$ cat src/rtl/rxp_pkg.sv
package rxp_pkg;
  typedef enum logic [2:0] {
    RX_OK        = 3'd0,
    RX_SHORT     = 3'd1,
    RX_BAD_START = 3'd2,
    RX_DATA_TO   = 3'd3,
    RX_FLAG_TO   = 3'd4,
    RX_BAD_END   = 3'd5,
    RX_OVERSIZE  = 3'd6
  } rx_err_e;

  localparam int          STAT_AVAIL_BIT = 0;
  localparam int          STAT_FLAG_BIT  = 2;
  localparam logic [7:0]  MASK_AVAIL     = 8'h01;
  localparam logic [7:0]  MASK_FLAG      = 8'h04;
  localparam logic [7:0]  CODE_OPEN      = 8'h01;
  localparam logic [7:0]  CODE_CLOSE     = 8'h03;
  localparam int          MIN_LEN        = 6;
  localparam int          SIZE_FIRST     = 2;
  localparam int          SIZE_BYTES     = 4;
endpackage

$ cat src/rtl/rxp_port_if.sv
module rxp_port_if (
  input  logic       clk,
  input  logic       rst,
  input  logic       rd_req,
  input  logic       rd_sel,
  output logic       port_rd,
  output logic       port_sel,
  input  logic [7:0] port_rdata,
  output logic       rsp_valid,
  output logic       rsp_sel,
  output logic [7:0] rsp_data
);
  always_ff @(posedge clk) begin
    if (rst) begin
      port_rd   <= 1'b0;
      port_sel  <= 1'b0;
      rsp_valid <= 1'b0;
      rsp_sel   <= 1'b0;
    end else begin
      port_rd   <= rd_req;
      if (rd_req) port_sel <= rd_sel;
      rsp_valid <= port_rd;
      rsp_sel   <= port_sel;
    end
  end

  assign rsp_data = port_rdata;

  AST_PORT_GAP: assert property (@(posedge clk) disable iff (rst)
    port_rd |=> !port_rd) else $error("back to back port request");
endmodule

$ cat src/rtl/rxp_stat_wait.sv
module rxp_stat_wait #(
  parameter int POLL_LIMIT = 1000
) (
  input  logic       clk,
  input  logic       rst,
  input  logic       go,
  input  logic [7:0] mask,
  input  logic [7:0] match,
  input  logic       rsp_valid,
  input  logic [7:0] rsp_data,
  output logic       rd_req,
  output logic       hit,
  output logic       tmo,
  output logic       flag_seen
);
  localparam int CNT_W = $clog2(POLL_LIMIT + 1);

  typedef enum logic [1:0] {SW_IDLE, SW_ISSUE, SW_WAIT} sw_state_e;

  sw_state_e        st;
  logic [CNT_W-1:0] polls;
  logic [7:0]       mask_q;
  logic [7:0]       match_q;

  assign rd_req = (st == SW_ISSUE);

  always_ff @(posedge clk) begin
    if (rst) begin
      st        <= SW_IDLE;
      polls     <= '0;
      mask_q    <= '0;
      match_q   <= '0;
      hit       <= 1'b0;
      tmo       <= 1'b0;
      flag_seen <= 1'b0;
    end else begin
      hit <= 1'b0;
      tmo <= 1'b0;
      unique case (st)
        SW_IDLE: if (go) begin
          polls   <= '0;
          mask_q  <= mask;
          match_q <= match;
          st      <= SW_ISSUE;
        end
        SW_ISSUE: st <= SW_WAIT;
        SW_WAIT: if (rsp_valid) begin
          flag_seen <= rsp_data[rxp_pkg::STAT_FLAG_BIT];
          if ((rsp_data & mask_q) == match_q) begin
            hit <= 1'b1;
            st  <= SW_IDLE;
          end else if (polls == CNT_W'(POLL_LIMIT)) begin
            tmo <= 1'b1;
            st  <= SW_IDLE;
          end else begin
            polls <= polls + 1'b1;
            st    <= SW_ISSUE;
          end
        end
        default: st <= SW_IDLE;
      endcase
    end
  end

  AST_POLL_BOUND: assert property (@(posedge clk) disable iff (rst)
    polls <= CNT_W'(POLL_LIMIT)) else $error("poll count past limit");
  AST_HIT_XOR_TMO: assert property (@(posedge clk) disable iff (rst)
    !(hit && tmo)) else $error("wait ended both ways");
endmodule

$ cat src/rtl/rxp_size_cap.sv
module rxp_size_cap #(
  parameter int LEN_W = 16
) (
  input  logic             clk,
  input  logic             rst,
  input  logic             clr,
  input  logic             wr,
  input  logic [LEN_W-1:0] idx,
  input  logic [7:0]       wbyte,
  output logic [31:0]      size
);
  always_ff @(posedge clk) begin
    if (rst || clr) begin
      size <= '0;
    end else if (wr) begin
      for (int k = 0; k < rxp_pkg::SIZE_BYTES; k++) begin
        if (idx == LEN_W'(rxp_pkg::SIZE_FIRST + k))
          size[8*(rxp_pkg::SIZE_BYTES-1-k) +: 8] <= wbyte;
      end
    end
  end
endmodule

$ cat src/rtl/rxp_resp_rx.sv
module rxp_resp_rx #(
  parameter int LEN_W      = 16,
  parameter int POLL_LIMIT = 1000
) (
  input  logic             clk,
  input  logic             rst,
  input  logic             start,
  input  logic [LEN_W-1:0] max_len,
  output logic             port_rd,
  output logic             port_sel,
  input  logic [7:0]       port_rdata,
  output logic             buf_we,
  output logic [LEN_W-1:0] buf_addr,
  output logic [7:0]       buf_wdata,
  output logic             done,
  output logic [LEN_W-1:0] byte_cnt,
  output logic [31:0]      pkt_size,
  output logic [2:0]       err_code
);
  import rxp_pkg::*;

  typedef enum logic [3:0] {
    S_IDLE, S_WOPEN, S_ROPEN_REQ, S_ROPEN_RSP, S_WAVAIL,
    S_RDATA_REQ, S_RDATA_RSP, S_WCLOSE, S_RCLOSE_REQ, S_RCLOSE_RSP
  } rx_state_e;

  rx_state_e        st;
  logic [LEN_W-1:0] cnt_q;
  logic [LEN_W-1:0] cnt_nxt;
  logic [LEN_W-1:0] max_q;
  rx_err_e          err_q;
  logic             done_q;
  logic             we_q;
  logic [LEN_W-1:0] addr_q;
  logic [7:0]       wdata_q;
  logic             sw_go_q;
  logic [7:0]       sw_mask;
  logic             sw_rd_req;
  logic             sw_hit;
  logic             sw_tmo;
  logic             sw_flag;
  logic             data_req;
  logic             rsp_valid;
  logic             rsp_sel;
  logic [7:0]       rsp_data;
  logic             data_rsp;
  logic             accept;

  assign cnt_nxt  = cnt_q + 1'b1;
  assign data_req = (st == S_ROPEN_REQ) || (st == S_RDATA_REQ) || (st == S_RCLOSE_REQ);
  assign data_rsp = rsp_valid && !rsp_sel;
  assign sw_mask  = (st == S_WAVAIL) ? MASK_AVAIL : MASK_FLAG;
  assign accept   = (st == S_IDLE) && start;

  rxp_port_if u_port (
    .clk        (clk),
    .rst        (rst),
    .rd_req     (sw_rd_req | data_req),
    .rd_sel     (sw_rd_req),
    .port_rd    (port_rd),
    .port_sel   (port_sel),
    .port_rdata (port_rdata),
    .rsp_valid  (rsp_valid),
    .rsp_sel    (rsp_sel),
    .rsp_data   (rsp_data)
  );

  rxp_stat_wait #(.POLL_LIMIT(POLL_LIMIT)) u_wait (
    .clk       (clk),
    .rst       (rst),
    .go        (sw_go_q),
    .mask      (sw_mask),
    .match     (sw_mask),
    .rsp_valid (rsp_valid && rsp_sel),
    .rsp_data  (rsp_data),
    .rd_req    (sw_rd_req),
    .hit       (sw_hit),
    .tmo       (sw_tmo),
    .flag_seen (sw_flag)
  );

  rxp_size_cap #(.LEN_W(LEN_W)) u_size (
    .clk   (clk),
    .rst   (rst),
    .clr   (accept),
    .wr    (we_q),
    .idx   (addr_q),
    .wbyte (wdata_q),
    .size  (pkt_size)
  );

  always_ff @(posedge clk) begin
    if (rst) begin
      st      <= S_IDLE;
      cnt_q   <= '0;
      max_q   <= '0;
      err_q   <= RX_OK;
      done_q  <= 1'b0;
      we_q    <= 1'b0;
      addr_q  <= '0;
      wdata_q <= '0;
      sw_go_q <= 1'b0;
    end else begin
      done_q  <= 1'b0;
      we_q    <= 1'b0;
      sw_go_q <= 1'b0;
      unique case (st)
        S_IDLE: if (start) begin
          max_q <= max_len;
          cnt_q <= '0;
          if (max_len < LEN_W'(MIN_LEN)) begin
            err_q  <= RX_SHORT;
            done_q <= 1'b1;
          end else begin
            sw_go_q <= 1'b1;
            st      <= S_WOPEN;
          end
        end
        S_WOPEN: begin
          if (sw_hit) st <= S_ROPEN_REQ;
          else if (sw_tmo) begin
            err_q <= RX_FLAG_TO; done_q <= 1'b1; st <= S_IDLE;
          end
        end
        S_ROPEN_REQ: st <= S_ROPEN_RSP;
        S_ROPEN_RSP: if (data_rsp) begin
          if (rsp_data == CODE_OPEN) begin
            sw_go_q <= 1'b1;
            st      <= S_WAVAIL;
          end else begin
            err_q <= RX_BAD_START; done_q <= 1'b1; st <= S_IDLE;
          end
        end
        S_WAVAIL: begin
          if (sw_hit) st <= sw_flag ? S_RCLOSE_REQ : S_RDATA_REQ;
          else if (sw_tmo) begin
            err_q <= RX_DATA_TO; done_q <= 1'b1; st <= S_IDLE;
          end
        end
        S_RDATA_REQ: st <= S_RDATA_RSP;
        S_RDATA_RSP: if (data_rsp) begin
          we_q    <= 1'b1;
          addr_q  <= cnt_q;
          wdata_q <= rsp_data;
          cnt_q   <= cnt_nxt;
          sw_go_q <= 1'b1;
          st      <= (cnt_nxt == max_q) ? S_WCLOSE : S_WAVAIL;
        end
        S_WCLOSE: begin
          if (sw_hit) st <= S_RCLOSE_REQ;
          else if (sw_tmo) begin
            err_q <= RX_FLAG_TO; done_q <= 1'b1; st <= S_IDLE;
          end
        end
        S_RCLOSE_REQ: st <= S_RCLOSE_RSP;
        S_RCLOSE_RSP: if (data_rsp) begin
          done_q <= 1'b1;
          st     <= S_IDLE;
          if (rsp_data != CODE_CLOSE)                    err_q <= RX_BAD_END;
          else if ({{(32-LEN_W){1'b0}}, max_q} < pkt_size) err_q <= RX_OVERSIZE;
          else                                           err_q <= RX_OK;
        end
        default: st <= S_IDLE;
      endcase
    end
  end

  assign done      = done_q;
  assign byte_cnt  = cnt_q;
  assign err_code  = err_q;
  assign buf_we    = we_q;
  assign buf_addr  = addr_q;
  assign buf_wdata = wdata_q;

  AST_SHORT_REJECT: assert property (@(posedge clk) disable iff (rst)
    (st == S_IDLE && start && max_len < LEN_W'(MIN_LEN)) |=> (done && err_code == RX_SHORT)) else $error("short buffer not rejected");
  AST_DONE_PULSE: assert property (@(posedge clk) disable iff (rst)
    done |=> !done) else $error("done longer than one cycle");
  AST_WRITE_BOUND: assert property (@(posedge clk) disable iff (rst)
    buf_we |-> buf_addr < max_q) else $error("write past buffer");
  AST_OK_FITS: assert property (@(posedge clk) disable iff (rst)
    (done && err_code == RX_OK) |-> {{(32-LEN_W){1'b0}}, max_q} >= pkt_size) else $error("oversize reported ok");
  AST_SHORT_NO_PORT: assert property (@(posedge clk) disable iff (rst)
    (st == S_IDLE) |-> !sw_rd_req) else $error("status read while idle");
endmodule

$ cat config.mk
export PLATFORM = sky130hd
export DESIGN_NAME = rxp_resp_rx
export DESIGN_NICKNAME = d
export VERILOG_FILES = /design/src/rtl/rxp_pkg.sv /design/src/rtl/rxp_port_if.sv /design/src/rtl/rxp_stat_wait.sv /design/src/rtl/rxp_size_cap.sv /design/src/rtl/rxp_resp_rx.sv
export SDC_FILE = /design/constraint.sdc
export NUM_CORES = 1
export LEC_CHECK = 0
export BUFFER_PORTS_ARGS = -buffer_cell sky130_fd_sc_hd__buf_2
export CORE_ASPECT_RATIO = 1.2
export CORE_MARGIN = 2
export CORE_UTILIZATION = 45
export CTS_CLUSTER_DIAMETER = 120
export DETAILED_ROUTE_END_ITERATION = 6
export PLACE_DENSITY_LB_ADDON = 0.2
export SYNTH_ARGS = -nofsm -noshare
export SYNTH_HDL_FRONTEND = slang
export SYNTH_HIERARCHICAL = 1
export SYNTH_SLANG_ARGS = --single-unit
$ cat constraint.sdc
create_clock -name clk -period 3.5 [get_ports clk]
set_input_delay 0.175 -clock clk [delete_from_list [all_inputs] [get_ports clk]]
set_output_delay 0.175 -clock clk [all_outputs]
set_load 0.1 [all_outputs]
**After elaboration in Yosys (flattened, before gate mapping)**

Index checks and enable logic that the tools add are counted.

- Mux-type cells: 54
- Bitwise gates (word level): 5
- Add/sub/neg operators: 2
- Reductions and logical operators: 30
- Eq/ne operators: 35
- Magnitude comparators: 2

Operator list:

| kind | number |
|---|---|
| 10-bit 2-to-1 mux | 4 |
| 4-bit 2-to-1 mux | 10 |
| 4-bit case mux with 10 select lines | 1 |
| 3-bit 2-to-1 mux | 13 |
| 16-bit by 2-bit equality test with 1-bit output, second input constant | 2 |
| 16-bit by 3-bit equality test with 1-bit output, second input constant | 2 |
| 16-bit by 32-bit < comparator with 1-bit output | 1 |
| 16-bit 2-to-1 mux | 2 |
| 16-bit case mux with 2 select lines | 1 |
| 2-bit inequality test, second input constant | 11 |
| 10-bit case mux with 2 select lines | 1 |
| 2-bit AND reduction | 9 |
| 16-bit by 1-bit adder with 16-bit output, second input constant | 1 |
| 16-bit equality test | 1 |
| 4-bit by 3-bit equality test with 1-bit output, second input constant | 4 |
| 16-bit by 3-bit < comparator with 1-bit output, second input constant | 1 |
| 3-bit case mux with 5 select lines | 1 |
| 1-bit 2-to-1 mux | 14 |
| 10-bit by 1-bit adder with 10-bit output, second input constant | 1 |
| 10-bit equality test, second input constant | 1 |
| 10-bit AND reduction | 1 |
| 5-bit AND reduction | 2 |
| 8-bit AND | 1 |
| 4-bit by 2-bit equality test with 1-bit output, second input constant | 2 |
| 25 further kinds | 41 |

- Word-level logic and storage cells: 151
- Output and inout port bits: 79
- Bits of input ports: 27
- Register bits after elaboration: 125

**Depth between registers and ports, before layout**

Gate-level depths: netlist of run 1.

- Depth after elaboration: 5
- Gate-level depth with buffers: 9
- Gate-level depth less buffers: 8

**By module**

Netlist of run 1, hierarchy kept.

By module, submodules not included:

| module | sequential area each (µm²) | area each (µm²) | cells each | instances |
|---|---|---|---|---|
| rxp_resp_rx | 1321.3 | 3948.8 | 528 | 1 |
| rxp_stat_wait | 620.6 | 1529.0 | 184 | 1 |
| rxp_size_cap | 640.6 | 1260.0 | 123 | 1 |
| rxp_port_if | 80.1 | 172.7 | 17 | 1 |

**Least setup slack after synthesis of run 1**

Ideal clock, no wire load.

- Kind: register -> register
- Start point: reg cnt_q[1], in the netlist byte_cnt[1]
- End point: reg st[0] (netlist name)
- Setup time: 0.076 ns
- Cell stages (with the launch flop): 8
- Data required time: 3.424 ns
- Arrival: 2.593 ns
- Setup slack: 0.831 ns
- Buffers on the path: 0
- Clock period less this slack: 2.669 ns
- Cells stage by stage: dfxtp_1 ha_1 nand3_1 nor4_1 nand3_1 a22oi_1 o2111ai_1 o22ai_1

RTL lines:

| item | RTL line | text |
|---|---|---|
| from (decl) | rxp_resp_rx.sv:28 | `logic [LEN_W-1:0] cnt_q;` |
| from (signal assigned) | rxp_resp_rx.sv:145 | `cnt_q <= cnt_nxt;` |

==> results of run 1 <==
## cell families after synthesis
logic type | count (synthesis) | share of synthesized area (%)
and+or+nand+nor | 367 | 26.4
xor gates and xnor gates | 25 | 3.17
adders and majority gates | 18 | 3.26
DFF | 133 | 38.5
buffers and inverters | 84 | 5.78
AOI/OAI and AO/OA | 190 | 17.9
muxes | 34 | 4.92
other | 1 | 0.0543
## worst min-delay path by stage
stage / end / startpoint / cells past startpoint / slack (ns)
after floorplan: u_port/port_rd / rst / 1 / 0.25
after global placement: max_q[2] / max_len[2] / 3 / 0.43
after detailed placement: max_q[2] / max_len[2] / 3 / 0.44
after CTS: max_q[11] / max_len[11] / 3 / 0.0003
after global routing: max_q[11] / max_len[11] / 3 / 0.02
final: max_q[5] / max_len[5] / 3 / 0.01
## worst max-delay path, stage by stage, from the launching register on
cell and delay, ns:
dfxtp_1 0.80, nand4bb_1 0.30, or2_1 0.65, buf_4 0.37, nor4_1 0.27, a21oi_1 0.07
nor2_1 0.09
## final cells by class
type,count,share of cell area [%]
Multi-Input combinational cell,646,46.9
Clock inverter,15,3.32
Inverter,26,1.18
Tap cell,204,3.08
Sequential cell,133,32.1
Clock buffer,17,5.13
Timing Repair Buffer,124,8.29
## metrics by stage
stage          cells  utilization [%]  hold WS, ns
3_3_place_gp    1126             50.1        0.431
2_1_floorplan    863                -        0.247
4_1_cts         1165             55.3     0.000307
6_report        1165             55.3       0.0117
3_5_place_dp    1126             50.1        0.436
5_1_grt         1165             55.3       0.0203
## power groups by stage
stage	logic [uW]	registers [uW]	clock network [uW]
detailed placement	274	1600	0
global route	314	1560	2220
floorplan	194	1600	0
finish	282	1560	2130
CTS	282	1560	2150
global placement	273	1600	0
## registers in the layout, indices dropped and copies added (netlist names), 8 cells and up
signal	count
u_wait/match_q	8
max_q	16
buf_wdata	8
u_wait/mask_q	8
byte_cnt	16
u_wait/polls	10
buf_addr	16
u_size/size	32
## per-layer routing
layer	vias to the layer above	GRT usage (%)	part of all wire (%)
met3	25	4.62	4.3
met5	-	0	0
met2	141	38.8	50
met1	2916	27.6	43
met4	0	8.36	1.9
li1	3170	-	-
## repair_timing
action | CTS | global route
hold endpoints to repair | 7 | 0
setup endpoints to repair | 0 | 0
hold buffers | 7 | 0
## layout by cell type (no fill, tap or decap), drive strengths merged, types with 5 or more instances in the layout
cell / netlist / layout
bufinv: 0 / 7
inv: 25 / 28
mux2i: 34 / 34
nand2b: 9 / 9
a21o: 7 / 7
o41ai: 6 / 6
nor4: 17 / 17
nand4: 6 / 6
nand3: 25 / 25
nor3: 7 / 7
nor2: 48 / 48
o311ai: 6 / 6
or2: 7 / 7
or4: 7 / 7
o22ai: 5 / 5
a211oi: 9 / 9
clkbuf: 31 / 17
and3: 8 / 8
dlygate4sd3: 0 / 7
conb: 1 / 12
clkinv: 1 / 6
a21oi: 92 / 92
o31ai: 5 / 5
xor2: 13 / 13
xnor2: 12 / 12
nor2b: 11 / 11
dfxtp: 133 / 133
ha: 18 / 18
nand2: 188 / 188
o21ai: 23 / 23
buf: 27 / 117
or3: 6 / 6
==> impl_metrics.py, run 1 <==
metrics = {
    "yosys": {
        "synth_most_common_cell": "nand2_1",
        "synth_area_leaders": "dfxtp_1 (39%), nand2_1 (10%), a21oi_1 (6.7%)",
        "yosys_warnings": 6,
        "ys_types": 78,
        "synth.cell_area_um2": 6910,
        "post-synth-top-area-cell": "dfxtp_1",
        "async_reset_ff_share_pct": 0,
        "ys.flop_type": "dfxtp_1",
        "synth_commonest_cells": "nand2_1 (186), dfxtp_1 (133), a21oi_1 (92), nor2_1 (47), mux2i_1 (34)",
        "yosys_register_bits": 133,
        "synth-edff-count": 0,
        "yosysSeqAreaShare_pct": 38.5,
        "synth_top_cell_area_share_pct": 38.5,
        "synthCells": 852,
        "avgSynthCellArea_um2": 8.11,
    },
    "timing": {
        "worst_pin_slew_ns": 0.989,
        "finalCritPeriodShare_pct": 74.5,
        "setup_violations": 0,
        "skew_ns": 0.00686,
        "post-route-min-period_ns": 2.61,
        "slew_viol_final": 0,
        "tns_ns": 0,
        "max_freq_mhz": 383,
        "slew_headroom_pct": 34.1,
        "grt_setup_unrepaired": "false",
        "hold_viol_final": 0,
        "layout_setup_ws_ns": 0.892,
    },
    "floorplanning": {
        "initial_utilization_pct": 46.0,
        "num_io_pins": 106,
        "die_area_um2": 16400,
        "die_w_um": 117,
        "core_um2": 15000,
        "num_rows": 49,
        "chipHeight_um": 140,
    },
    "critical_path": {
        "critical_path_class": "reg -> reg",
        "worstPathRequired_ns": 3.86,
        "cp_max_fo": 28,
        "critPathCaptureType": "flop",
        "r2r-end": "byte_cnt[6]",
        "setup.worst_path.end": "byte_cnt[6]",
        "cp.arrival_ns": 2.97,
        "reg2regPathDepth": 6,
        "r2r_slack_ns": 0.89,
        "startpoint": "st[1]",
        "r2r-start": "st[1]",
        "start_kind": "flop",
    },
    "clock_tree": {
        "clk_latency_ns": 0.43,
        "clockRootBuffer": "clkbuf_16",
        "clock_path_buffers": 2,
        "cts_tree": "built",
        "cts-htree-levels": 4,
        "clk_pin_slew_ns": 0.06,
        "cts.sinks": 133,
        "cts_resized": 0,
        "cts_made_buffers": 17,
        "post_cts.repair.setup_buffers": 0,
    },
    "cells_and_area": {
        "fill_cells": 1432,
        "drive_gt1_share_pct": 18.9,
        "multiInputGateArea_um2": 3890,
        "area.growth.synth_to_final_pct": 20.1,
        "diodes": 0,
        "final_nets": 993,
        "regArea_um2": 2660,
        "final_area_um2": 8300,
    },
    "drt": {
        "routed_wl_mm": 18.4,
        "firstDrtPassIters": 4,
        "vias": 6252,
        "viasPerCell": 5.37,
        "avgRoutedWirePerCell_um": 15.8,
        "postRouteAntennaNets": 0,
        "drt-initial-drc-count": 429,
        "drc_errors": 0,
    },
    "power_and_ir_drop": {
        "finalPower_uw": 3970,
        "combinationalPowerShare_pct": 7.1,
        "pwr-share-seq_pct": 39.3,
        "power.leakage_uw": 0.00352,
        "swShare_pct": 23.0,
        "p_int_uw": 3060,
        "p_sw_uw": 916,
        "pwr-share-clk_pct": 53.6,
        "vdd_drop_max_mv": 0.344,
        "cellPowerDensity_nw_per_um2": 479,
    },
    "placement": {
        "post_dp_cell_area_um2": 7530,
        "detailedPlace.worstSlack_ns": 0.928,
        "port_buffers": 105,
        "gp_congestion": 0.867,
        "hpwl_mm": 13.2,
    },
    "global_route": {
        "grt_max_degree": 59,
        "antenna_found_initial": 0,
        "grt_pass1_wl_mm": 29.1,
        "overflow": 0,
        "grt_pass1_vias": 5843,
        "grt_use_total_pct": 22.6,
    },
    "outcome": {
        "status": "complete, no violations",
    },
    "run": {
        "maxCapViolCount": 0,
    },
    "min_path": {
        "hp-class": "in -> reg",
    },
}
Note: power is estimated with default switching activity, not from simulation.
==> inputs of run 2 (changes only) <==
clock period = 2.7 ns   (was 3.5 ns; I/O delays follow)
==> run 2 against run 1 <==
Sequential power increased by 30%. Setup slack got worse by 0.51 ns. Count of clock-buffer cells in the layout rose by 3. Clock skew is 0.00073 ns higher. Clock power barely moved. Combinational power is 38% higher. Via count increased by 3.4%. Worst hold slack improved by 0.0080 ns. Largest cell class unchanged.
==> impl_metrics.py, run 2 (same netlist as run 1, synthesis figures left out) <==
metrics = {
    "drt": {
        "top_layer": "met4",
        "avgRoutedWirePerCell_um": 15.8,
        "drc_errors": 0,
        "vias": 6464,
        "wl_met3_mm": 1.04,
        "met2_length_mm": 9.35,
        "drt-initial-drc-count": 471,
        "viasPerCell": 5.42,
        "drt-met1-wl_mm": 8.06,
        "routed_wl_mm": 18.9,
        "firstDrtPassIters": 5,
        "postRouteAntennaNets": 0,
    },
    "critical_path": {
        "cp_max_fo": 6,
        "critical_path_class": "in -> reg",
        "start_kind": "input port",
        "critPathCaptureType": "flop",
        "cp.arrival_ns": 2.69,
        "reg2regPathDepth": 7,
        "cp_cell_sequence": "dlygate4sd3_1 > buf_2 > a211oi_1 > nand4_1 > a32oi_1 > o21ai_2 > a2111oi_2 > a32o_1",
        "worstPathRequired_ns": 3.07,
        "critical-path-max-stage-delay_ns": 0.56,
        "cpMaxStageDelayCell": "dlygate4sd3_1",
    },
    "cells_and_area": {
        "final_nets": 1020,
        "top_register": "u_size/size",
        "drive_gt1_share_pct": 19.3,
        "diodes": 0,
        "final_cell_mix": "nand2_1 (186), dfxtp_1 (133), buf_2 (104), a21oi_1 (92), nor2_1 (45)",
        "largest_register_ffs": 32,
        "area.growth.synth_to_final_pct": 21.6,
        "fill_cells": 1436,
        "final_common_cell": "nand2_1",
    },
    "floorplanning": {
        "core_um2": 15000,
        "initial_utilization_pct": 46.0,
        "die_w_um": 117,
        "chipHeight_um": 140,
        "num_io_pins": 106,
        "die_area_um2": 16400,
        "num_rows": 49,
    },
    "global_route": {
        "grt_use_total_pct": 24.0,
        "grt_pass1_wl_mm": 30.7,
        "antenna_found_initial": 0,
        "grt_pass1_vias": 5989,
        "overflow": 0,
        "grt_max_degree": 41,
    },
    "min_path": {
        "hp-class": "in -> reg",
        "min_path_cells": 3,
    },
    "clock_tree": {
        "clk_pin_slew_ns": 0.06,
        "cts_tree": "built",
        "cts_made_buffers": 17,
        "cts.sinks": 133,
        "post_cts.repair.setup_buffers": 0,
        "clockRootBuffer": "clkbuf_16",
        "clk_latency_ns": 0.43,
        "clock_path_buffers": 2,
        "cts_resized": 0,
        "cts-htree-levels": 4,
    },
    "timing": {
        "grt_setup_unrepaired": "false",
        "worst_pin_slew_ns": 0.593,
        "max_freq_mhz": 432,
        "hold_slack_ns": 0.0197,
        "hold_viol_final": 0,
        "skew_ns": 0.00759,
        "tns_ns": 0,
        "post-route-min-period_ns": 2.32,
        "setup_violations": 0,
        "slew_viol_final": 0,
        "finalCritPeriodShare_pct": 85.8,
        "slew_headroom_pct": 60.4,
        "layout_setup_ws_ns": 0.383,
    },
    "run": {
        "maxCapViolCount": 0,
    },
    "placement": {
        "port_buffers": 105,
        "detailedPlace.worstSlack_ns": 0.450,
        "gp_congestion": 0.901,
        "hpwl_mm": 13.6,
    },
    "power_and_ir_drop": {
        "vdd_drop_max_mv": 0.315,
        "power.leakage_uw": 0.00357,
        "finalPower_uw": 4580,
        "cellPowerDensity_nw_per_um2": 545,
    },
    "outcome": {
        "status": "complete, no violations",
    },
}
run 2: final timing paths:
kind                        from               end  slack, ns
setup reg to reg     byte_cnt[1]             st[0]       0.42
setup / recovery      max_len[2]       err_code[2]       0.38
hold / removal     port_rdata[2]      buf_wdata[2]       0.02
hold reg to reg   u_port/port_rd  u_port/rsp_valid       0.46
run 2: worst max-delay path, delay by kind of cell:
family | cells | cell delay (ns)
AND/OR/NAND/NOR | 1 | 0.38
AO/OA/AOI/OAI | 5 | 1.47
buffers and inverters | 2 | 0.70
run 2: what timing repair did:
action	4_1_cts	5_1_grt
endpoints found under the setup margin	0	0
hold buffers	23	0
endpoints found under the hold margin	23	0
run 2: power breakdown:
| group | internal [uW] | switching (uW) | leakage [uW] | total (uW) |
|---|---|---|---|---|
| registers | 2000 | 35.6 | 0.00108 | 2030 |
| logic | 155 | 233 | 0.00223 | 388 |
| clock network | 1280 | 879 | 0.000270 | 2160 |
| total | 3430 | 1150 | 0.00357 | 4580 |
run 2: cell type report:
class                      instances  area, um2  share of cell area, %
clock inverter                    12        105                   1.25
clock buffer                      20        447                   5.31
sequential                       133       2660                   31.7
tap                              204        255                   3.04
timing repair buffer             151        943                   11.2
inverter                          26       97.6                   1.16
multi-input combinational        646       3890                   46.3
run 2: layer usage:
metal	vias to the layer above	GRT usage [%]
li1	3219	-
met5	-	0
met1	3024	29.5
met4	0	7.99
met2	184	40.8
met3	37	5.49
run 2: metrics by stage:
stage	instance area [um2]	cells	util [%]
after floorplan	6950	863	-
after global placement	7620	1137	50.8
after detailed placement	7620	1137	50.8
after CTS	8410	1192	56.0
after global routing	8410	1192	56.0
final	8410	1192	56.0
==> inputs of run 3 (changes only) <==
==> constraint.sdc (replaced) <==
create_clock -name clk -period 2.48 [get_ports clk]
set_input_delay 0.496 -clock clk [delete_from_list [all_inputs] [get_ports clk]]
set_output_delay 0.496 -clock clk [all_outputs]
set_load 0.1 [all_outputs]
==> run 3 against run 2 <==
Clock power grew 31%. Combinational power grew 2%. Critical path type is now reg -> reg. Setup slack lost 0.047 ns. Core utilization shrank 0.42 points. Worst hold slack gained 0.30 ns. Count of clock-buffer cells in the layout shrank 1.
==> impl_metrics.py, run 3 (same netlist as run 1, synthesis figures left out) <==
metrics = {
    "clock_tree": {
        "cts.sinks": 133,
        "cts_resized": 0,
        "clockRootBuffer": "clkbuf_16",
        "clock_path_buffers": 2,
        "cts-htree-levels": 4,
        "ctsHoldBuffers": 0,
        "clk_pin_slew_ns": 0.06,
        "cts_made_buffers": 17,
        "clk_latency_ns": 0.42,
        "post_cts.repair.setup_buffers": 0,
        "cts_tree": "built",
    },
    "drt": {
        "avgRoutedWirePerCell_um": 16.1,
        "postRouteAntennaNets": 0,
        "routed_wl_mm": 18.9,
        "viasPerCell": 5.42,
        "drc_errors": 0,
        "drt-initial-drc-count": 556,
        "vias": 6368,
        "firstDrtPassIters": 5,
    },
    "timing": {
        "setup_violations": 0,
        "skew_ns": 0.0118,
        "grt_setup_unrepaired": "false",
        "slew_viol_final": 0,
        "slew_headroom_pct": 62.7,
        "tns_ns": 0,
        "layout_setup_ws_ns": 0.337,
        "post-route-min-period_ns": 2.14,
        "hold_viol_final": 0,
        "worst_pin_slew_ns": 0.560,
        "finalCritPeriodShare_pct": 86.4,
        "max_freq_mhz": 467,
    },
    "placement": {
        "gp_congestion": 0.883,
        "detailedPlace.worstSlack_ns": 0.266,
        "hpwl_mm": 13.9,
        "port_buffers": 105,
        "placedCellCount": 1142,
        "post_dp_cell_area_um2": 7670,
    },
    "floorplanning": {
        "initial_utilization_pct": 46.0,
        "die_w_um": 117,
        "num_io_pins": 106,
        "die_area_um2": 16400,
        "num_rows": 49,
        "core_um2": 15000,
        "chipHeight_um": 140,
    },
    "outcome": {
        "status": "complete, no violations",
    },
    "power_and_ir_drop": {
        "p_sw_uw": 1270,
        "p_int_uw": 4170,
        "combinationalPowerShare_pct": 7.3,
        "pwr-share-clk_pct": 52.1,
        "power.leakage_uw": 0.00356,
        "cellPowerDensity_nw_per_um2": 652,
        "swShare_pct": 23.4,
        "pwr-share-seq_pct": 40.7,
        "vdd_drop_max_mv": 0.467,
    },
    "global_route": {
        "use_met1_pct": 29.3,
        "overflow": 0,
        "grt_pass1_wl_mm": 30.6,
        "grt_pass1_vias": 6023,
        "use_met2_pct": 39.8,
        "grt_use_total_pct": 23.9,
        "grt_max_degree": 54,
        "top_usage_layer": "met2",
        "antenna_found_initial": 1,
        "met3_usage_pct": 5.27,
    },
    "cells_and_area": {
        "final_nets": 1002,
        "final_common_cell": "nand2_1",
        "regArea_um2": 2670,
        "drive_gt1_share_pct": 21.0,
        "largest_register_ffs": 32,
        "area.growth.synth_to_final_pct": 20.7,
        "fill_cells": 1428,
        "top_register": "u_size/size",
        "final_cell_mix": "nand2_1 (186), dfxtp_1 (127), buf_2 (104), a21oi_1 (92), nor2_1 (45)",
        "final_util_pct": 55.5,
        "multiInputGateArea_um2": 3890,
        "stdcell_count": 1175,
        "final_area_um2": 8340,
    },
    "critical_path": {
        "worstPathRequired_ns": 2.85,
        "cp.arrival_ns": 2.51,
        "critical-path-max-stage-delay_ns": 0.60,
        "start_kind": "flop",
        "cpMaxStageDelayCell": "dfxtp_1",
        "cp_max_fo": 12,
        "path_buf_inv": 0,
        "cp_cell_sequence": "and3b_1 > and4_1 > a2111oi_4 > o21ai_2 > a2111oi_2 > a32o_1",
        "critPathCaptureType": "flop",
        "cpLargestDelayFamily": "compound AO/OA/AOI/OAI gates",
        "critical_path_class": "reg -> reg",
    },
    "run": {
        "maxCapViolCount": 0,
    },
    "min_path": {
        "hp-class": "in -> reg",
    },
}
==> run 3: cell count changes in the layout (fill, tap and decap cells not counted) <==
| cell | delta |
|---|---|
| dfxtp_2 | +6 |
| bufinv_16 | +4 |
| clkinv_2 | -5 |
| clkbuf_1 | -2 |
| inv_6 | +2 |
| dlygate4sd3_1 | -23 |
| clkbuf_8 | +1 |
| buf_4 | +5 |
| diode_2 | +1 |
| dfxtp_1 | -6 |
==> run 3: path summary, 6_finish.rpt <==
kind,startpoint,to,slack [ns],cells past startpoint
min reg2reg,u_wait/match_q[1],u_wait/match_q[1],0.46,2
max,st[2],err_code[2],0.34,6
min,max_len[0],max_q[0],0.32,3
max reg2reg,st[2],err_code[2],0.34,6
==> run 3: per-stage QoR <==
stage | hold WS, ns | power, uW
floorplan | 0.441 | 2530
global placement | 0.446 | 2650
detailed placement | 0.456 | 2650
CTS | 0.293 | 5490
global route | 0.320 | 5640
finish | 0.319 | 5440
==> run 3: worst min-delay path: cells and delay by family <==
family | cells | cell delay [ns]
buffers and inverters | 1 | 0.09
AOI/OAI and AO/OA | 1 | 0.05
and+or+nand+nor | 1 | 0.04
==> run 3: area by class of cell <==
type	instances	area share, %
Inverter	26	1.17
Tap cell	204	3.06
Antenna cell	1	0.0300
Clock buffer	19	5.43
Timing Repair Buffer	133	9.00
Clock inverter	13	2.61
Multi-Input combinational cell	646	46.7
Sequential cell	133	32.0
==> run 3: power groups by stage <==
stage          registers [uW]  clock network, uW  logic, uW
2_1_floorplan            2260                  0        274
3_3_place_gp             2260                  0        391
3_5_place_dp             2260                  0        392
4_1_cts                  2210               2880        395
5_1_grt                  2210               2990        440
6_report                 2210               2830        396
==> run 3: routing by layer <==
| layer | part of all wire [%] | vias to the layer above |
|---|---|---|
| met5 | 0 | - |
| met4 | 2.7 | 0 |
| li1 | - | 3186 |
| met2 | 50 | 155 |
| met1 | 43 | 2996 |
| met3 | 4.3 | 31 |
